`src/rtl/xr_pkg.sv`:
```
package xr_pkg;
  typedef enum logic {SCH_LAYERED = 1'b0, SCH_COMPACT = 1'b1} sched_e;

  typedef struct packed {
    logic v;
    logic f;
    logic l;
  } slot_t;
endpackage

```
`src/rtl/xr_delay.sv`:
```
// Resettable shift line of N registers.
module xr_delay #(
  parameter int W = 1,
  parameter int N = 1
) (
  input  logic         clk,
  input  logic         rst,
  input  logic [W-1:0] d,
  output logic [W-1:0] q
);
  logic [W-1:0] sr [N];

  for (genvar s = 0; s < N; s++) begin : g_tap
    if (s == 0) begin : g_head
      always_ff @(posedge clk) begin
        if (rst) sr[s] <= '0;
        else     sr[s] <= d;
      end
    end else begin : g_body
      always_ff @(posedge clk) begin
        if (rst) sr[s] <= '0;
        else     sr[s] <= sr[s-1];
      end
    end
  end

  assign q = sr[N-1];
endmodule

```
`src/rtl/xr_xport.sv`:
```
// Exchange input gate: a message is passed only when its source slot and the
// current slot are live and the current slot is not at a block edge.
module xr_xport #(
  parameter int MW = 16
) (
  input  logic [MW-1:0] msg,
  input  logic          src_v,
  input  logic          cur_v,
  input  logic          edge_blk,
  output logic [MW-1:0] xin
);
  always_comb begin
    xin = '0;
    if (src_v && cur_v && !edge_blk) xin = msg;
  end
endmodule

```
`src/rtl/xr_appjoin.sv`:
```
// Row-wise output stage: right half of slot t joined with left half of slot t+1.
module xr_appjoin #(
  parameter int AW = 12
) (
  input  logic          clk,
  input  logic          rst,
  input  logic          cur_v,
  input  logic          cur_last,
  input  logic [AW-1:0] app_l,
  input  logic [AW-1:0] app_r,
  output logic          out_v,
  output logic [AW:0]   out_sum
);
  logic          hold_v;
  logic          hold_last;
  logic [AW-1:0] hold_r;
  logic [AW:0]   addend;

  always_comb begin
    addend = '0;
    if (cur_v && !hold_last) addend = {1'b0, app_l};
  end

  always_ff @(posedge clk) begin
    if (rst) begin
      hold_v    <= 1'b0;
      hold_last <= 1'b0;
      hold_r    <= '0;
      out_v     <= 1'b0;
      out_sum   <= '0;
    end else begin
      hold_v    <= cur_v;
      hold_last <= cur_last;
      hold_r    <= app_r;
      out_v     <= hold_v;
      out_sum   <= {1'b0, hold_r} + addend;
    end
  end
endmodule

```
`src/rtl/xr_exch_fabric.sv`:
```
module xr_exch_fabric
  import xr_pkg::*;
#(
  parameter int     NPROC = 4,
  parameter int     DW    = 8,
  parameter int     MW    = 16,
  parameter int     AW    = 12,
  parameter sched_e SCHED = SCH_COMPACT,
  parameter int     EXTRA = 0,
  localparam int    LJ    = (SCHED == SCH_LAYERED) ? 1 : 2
) (
  input  logic                        clk,
  input  logic                        rst,
  input  logic                        in_valid,
  input  logic                        in_first,
  input  logic                        in_last,
  input  logic [DW-1:0]               in_data,
  input  logic [NPROC-1:0][DW-1:0]    pr_dout,
  input  logic [NPROC-1:0][MW-1:0]    pr_r2l,
  input  logic [NPROC-LJ-1:0][MW-1:0] pr_l2r,
  input  logic [AW-1:0]               last_app_l,
  input  logic [AW-1:0]               last_app_r,
  output logic [NPROC-1:0]            pi_valid,
  output logic [NPROC-1:0]            pi_first,
  output logic [NPROC-1:0]            pi_last,
  output logic [NPROC-1:0][DW-1:0]    pi_data,
  output logic [NPROC-1:0][MW-1:0]    pi_r2l,
  output logic [NPROC-1:0][MW-1:0]    pi_l2r,
  output logic                        tail_valid,
  output logic [DW-1:0]               tail_data,
  output logic                        app_valid,
  output logic [AW:0]                 app_sum
);
  localparam int LINK = (SCHED == SCH_LAYERED) ? 2 : 1 + EXTRA;
  localparam int XD   = (SCHED == SCH_LAYERED) ? 1 : 1 + EXTRA;

  slot_t slot [NPROC];
  slot_t tail_slot;

  // Data and flag links
  for (genvar k = 0; k < NPROC; k++) begin : g_link
    if (k == 0) begin : g_entry
      xr_delay #(.W(3), .N(1)) u_meta (
        .clk(clk), .rst(rst), .d({in_valid, in_first, in_last}), .q(slot[k]));
      xr_delay #(.W(DW), .N(1)) u_dat (
        .clk(clk), .rst(rst), .d(in_data), .q(pi_data[k]));
    end else begin : g_chain
      xr_delay #(.W(3), .N(LINK)) u_meta (
        .clk(clk), .rst(rst), .d(slot[k-1]), .q(slot[k]));
      xr_delay #(.W(DW), .N(LINK)) u_dat (
        .clk(clk), .rst(rst), .d(pr_dout[k-1]), .q(pi_data[k]));
    end
    assign pi_valid[k] = slot[k].v;
    assign pi_first[k] = slot[k].f;
    assign pi_last[k]  = slot[k].l;
  end

  // Backward exchange: loops back to the same stage
  for (genvar k = 0; k < NPROC; k++) begin : g_bwd
    logic [MW-1:0] msg_d;
    logic          src_d;
    xr_delay #(.W(MW), .N(XD)) u_msg (
      .clk(clk), .rst(rst), .d(pr_r2l[k]), .q(msg_d));
    xr_delay #(.W(1), .N(XD)) u_src (
      .clk(clk), .rst(rst), .d(slot[k].v), .q(src_d));
    xr_xport #(.MW(MW)) u_gate (
      .msg(msg_d), .src_v(src_d), .cur_v(slot[k].v),
      .edge_blk(slot[k].f), .xin(pi_r2l[k]));
  end

  // Forward exchange: from LJ stages upstream
  for (genvar k = 0; k < NPROC; k++) begin : g_fwd
    if (k < LJ) begin : g_none
      assign pi_l2r[k] = '0;
    end else begin : g_route
      logic [MW-1:0] msg_d;
      logic          src_d;
      xr_delay #(.W(MW), .N(XD)) u_msg (
        .clk(clk), .rst(rst), .d(pr_l2r[k-LJ]), .q(msg_d));
      xr_delay #(.W(1), .N(XD)) u_src (
        .clk(clk), .rst(rst), .d(slot[k-LJ].v), .q(src_d));
      xr_xport #(.MW(MW)) u_gate (
        .msg(msg_d), .src_v(src_d), .cur_v(slot[k].v),
        .edge_blk(slot[k].l), .xin(pi_l2r[k]));
    end
  end

  // Chain output
  xr_delay #(.W(3), .N(1)) u_tail_meta (
    .clk(clk), .rst(rst), .d(slot[NPROC-1]), .q(tail_slot));
  xr_delay #(.W(DW), .N(1)) u_tail_dat (
    .clk(clk), .rst(rst), .d(pr_dout[NPROC-1]), .q(tail_data));
  assign tail_valid = tail_slot.v;

  // APP join
  xr_appjoin #(.AW(AW)) u_join (
    .clk(clk), .rst(rst),
    .cur_v(slot[NPROC-1].v), .cur_last(slot[NPROC-1].l),
    .app_l(last_app_l), .app_r(last_app_r),
    .out_v(app_valid), .out_sum(app_sum));
endmodule

```
`config.mk`:
```
export PLATFORM = sky130hd
export DESIGN_NAME = xr_exch_fabric
export DESIGN_NICKNAME = d
export VERILOG_FILES = /design/src/rtl/xr_pkg.sv /design/src/rtl/xr_delay.sv /design/src/rtl/xr_xport.sv /design/src/rtl/xr_appjoin.sv /design/src/rtl/xr_exch_fabric.sv
export SDC_FILE = /design/constraint.sdc
export NUM_CORES = 1
export LEC_CHECK = 0
export ABC_AREA = 1
export ABC_CLOCK_PERIOD_IN_PS = 2100
export BUFFER_PORTS_ARGS = -buffer_cell sky130_fd_sc_hd__clkbuf_2
export CAP_MARGIN = 10
export CORE_AREA = 2 2 141 143
export DETAILED_ROUTE_END_ITERATION = 8
export DIE_AREA = 0 0 143 145
export GPL_TIMING_DRIVEN = 0
export PLACE_DENSITY = 0.72
export SLEW_MARGIN = 20
export SYNTH_ARGS = -nofsm -noshare
export SYNTH_HDL_FRONTEND = slang
export SYNTH_HIERARCHICAL = 1
export SYNTH_SLANG_ARGS = --single-unit
```
`constraint.sdc`:
```
create_clock -name clk -period 2.1 [get_ports clk]
set_input_delay 0.21 -clock clk [delete_from_list [all_inputs] [get_ports clk]]
set_output_delay 0.21 -clock clk [all_outputs]
set_load 0.1 [all_outputs]
```
==> impl_metrics.json <==
{
  "cp_slowest_cell": "buf_2",
  "grt-ovfl-total": 0,
  "crit_type": "register to output port",
  "slowest_delay_ps": 430,
  "fmax_ghz": 0.493,
  "syn_to_final_growth_pct": 62.8,
  "endpoint_kind": "output port",
  "dieArea_um2": 20700,
  "chipHeight_um": 145,
  "vias": 7081,
  "cp_cell_sequence": "inv_1, nand3_4, buf_6, nor2_4, buf_2",
  "power_density_nw_per_um2": 703,
  "fin_nets": 1662,
  "stdcell_area_um2": 12000,
  "max_slew_margin": 0.329,
  "core_um2": 19200,
  "layout_commonest_cell": "inv_1",
  "htree_levels": 4,
  "detailedPlacementHpwl_mm": 14.5,
  "status": "finished, final reports clean",
  "dr.pass1.iters": 4,
  "cp.required_ps": 1890,
  "min-delay-path-class": "input pin to register",
  "met3WireLength_mm": 1.54,
  "worst-path-max-fanout": 10,
  "portBuffers": 327,
  "grtUsageTotal": 0.208,
  "seq_power_share": 0.437,
  "switching_share": 0.320,
  "clockBufferDepth": 2,
  "finalHoldViolations": 0,
  "drtIter0Drc": 154,
  "io_pins": 360,
  "yosysWarnings": 6,
  "final.setup_skew_ps": 14.1,
  "syn_area_um2": 7390,
  "p_comb_frac": 0.193,
  "grt_max_degree": 33,
  "fin_crit_ps": 2030,
  "syn_avg_cell_area_um2": 7.75,
  "tightest_slew_ps": 1010,
  "m1WireLength_mm": 7.75,
  "clk_transition_reported_paths_ps": 80,
  "drive_gt1_frac": 0.376,
  "r2r_setup_slack_ps": 110,
  "clock_power_share": 0.370,
  "vias_per_cell": 4.02,
  "drv_slew": 0,
  "cts_tree": "done",
  "totalPowerFinal_mw": 8.45,
  "crit_arrival_ps": 1820,
  "numCtsBuffers": 17,
  "startpoint_type": "register",
  "antenna_found_initial": 0,
  "rsz0062_at_grt": "true",
  "drt-total-wl_mm": 22.1,
  "p_leak_nw": 6.47,
  "drv_cap": 0,
  "met2RoutedLength_mm": 12.0,
  "route.detailed.drc": 0,
  "fp.dieW_um": 143,
  "layout_common_cells": "inv_1 (309), clkbuf_2 (292), nor2_1 (189)",
  "grt_pass1_wl_mm": 34.0,
  "finalSetupViolations": 0,
  "vdd_ir_drop_max_uv": 514,
  "drtAntennaViolNets": 0,
  "internal_power_mw": 5.75,
  "syn_inst": 953,
  "root_buffer": "clkbuf_16",
  "placementRows": 51,
  "p_switching_mw": 2.70,
  "clk-insertion-delay-late_ps": 420,
  "diodes": 0,
  "routedWlPerCell_um": 12.5,
  "place_congestion": 0.807,
  "clock-sinks": 183,
  "start_util": 0.385,
  "grt_pass1_vias": 7212,
  "top_layer": "met4",
  "dpl_cell_area_um2": 9870,
  "min_period_over_period": 0.965
}
-- per-stage QoR --
step / TNS, ps / std cells / setup slack [ps] / utilization / hold slack, ps
floorplan: -4190 / 984 / -362 / - / 273
global placement: -432 / 1576 / -78.8 / 0.514 / 390
detailed placement: -532 / 1576 / -124 / 0.514 / 399
CTS: 0 / 1759 / 8.64 / 0.623 / 13.8
global route: -76.0 / 1762 / -32.3 / 0.626 / 27.2
finish: 0 / 1762 / 73.3 / 0.626 / 42.0
-- power by group through the flow --
| stage | Combinational, mW | Sequential (mW) | Clock (mW) |
|---|---|---|---|
| after global placement | 1.36 | 3.77 | 0 |
| after floorplan | 0.646 | 4.20 | 0 |
| after global routing | 1.72 | 3.71 | 3.37 |
| after detailed placement | 1.37 | 3.78 | 0 |
| after CTS | 1.60 | 3.70 | 3.22 |
| final | 1.63 | 3.70 | 3.13 |
-- final cells by class --
| class | count | area, um2 |
|---|---|---|
| inverter | 311 | 1170 |
| tap | 265 | 332 |
| timing repair buffer | 482 | 3180 |
| clock buffer | 18 | 429 |
| sequential | 183 | 3670 |
| fill | 1557 | 7180 |
| multi-input combinational | 432 | 2560 |
| clock inverter | 14 | 154 |
| buffer | 57 | 531 |
-- state kept, by name, indices dropped and copies added, names as in the netlist --
| signal | count |
|---|---|
| g_fwd.g_route.u_src/sr | 2 |
| u_join/hold_last | 1 |
| g_link.g_chain.u_dat/sr | 24 |
| g_bwd.u_msg/sr | 64 |
| u_tail_meta/sr | 1 |
| u_join/out_v | 1 |
| g_link.g_entry.u_meta/sr | 3 |
| u_tail_dat/sr | 8 |
| g_link.g_chain.u_meta/sr | 9 |
| u_join/hold_r | 12 |
| u_join/hold_v | 1 |
| g_link.g_entry.u_dat/sr | 8 |
| g_fwd.g_route.u_msg/sr | 32 |
| g_bwd.u_src/sr | 4 |
| u_join/out_sum | 13 |
-- timing repair --
item	CTS	global route
hold buffers	149	0
endpoints found under the hold margin	149	0
pin swaps	2	7
buffers inserted	3	3
endpoints found under the setup margin	4	37
resized for setup	2	49
-- path summary, 6_finish.rpt --
| kind | cells past startpoint | start | end |
|---|---|---|---|
| max | 5 | g_link[2].g_chain.u_meta/sr[0][0]$_SDFF_PP0_ | pi_l2r[43] |
| min | 3 | pr_r2l[5] | g_bwd[0].u_msg/sr[0][5]$_SDFF_PP0_ |
| max reg2reg | 13 | g_link[3].g_chain.u_meta/sr[0][2]$_SDFF_PP0_ | u_join/out_sum[6]$_SDFF_PP0_ |
| min reg2reg | 2 | u_join/hold_v$_SDFF_PP0_ | u_join/out_v$_SDFF_PP0_ |
-- layer usage --
layer / vias up / GRT usage
li1: 3597 / -
met1: 3191 / 0.196
met2: 236 / 0.402
met3: 57 / 0.0637
met4: 0 / 0.0916
met5: - / 0
-- critical path, delay by kind of cell, from the launching register on --
kind	cells	cell delay, ps
buffers and inverters	3	770
flip-flops	1	380
AND/OR/NAND/NOR	2	240
Note: power is estimated with default switching activity, not from simulation.
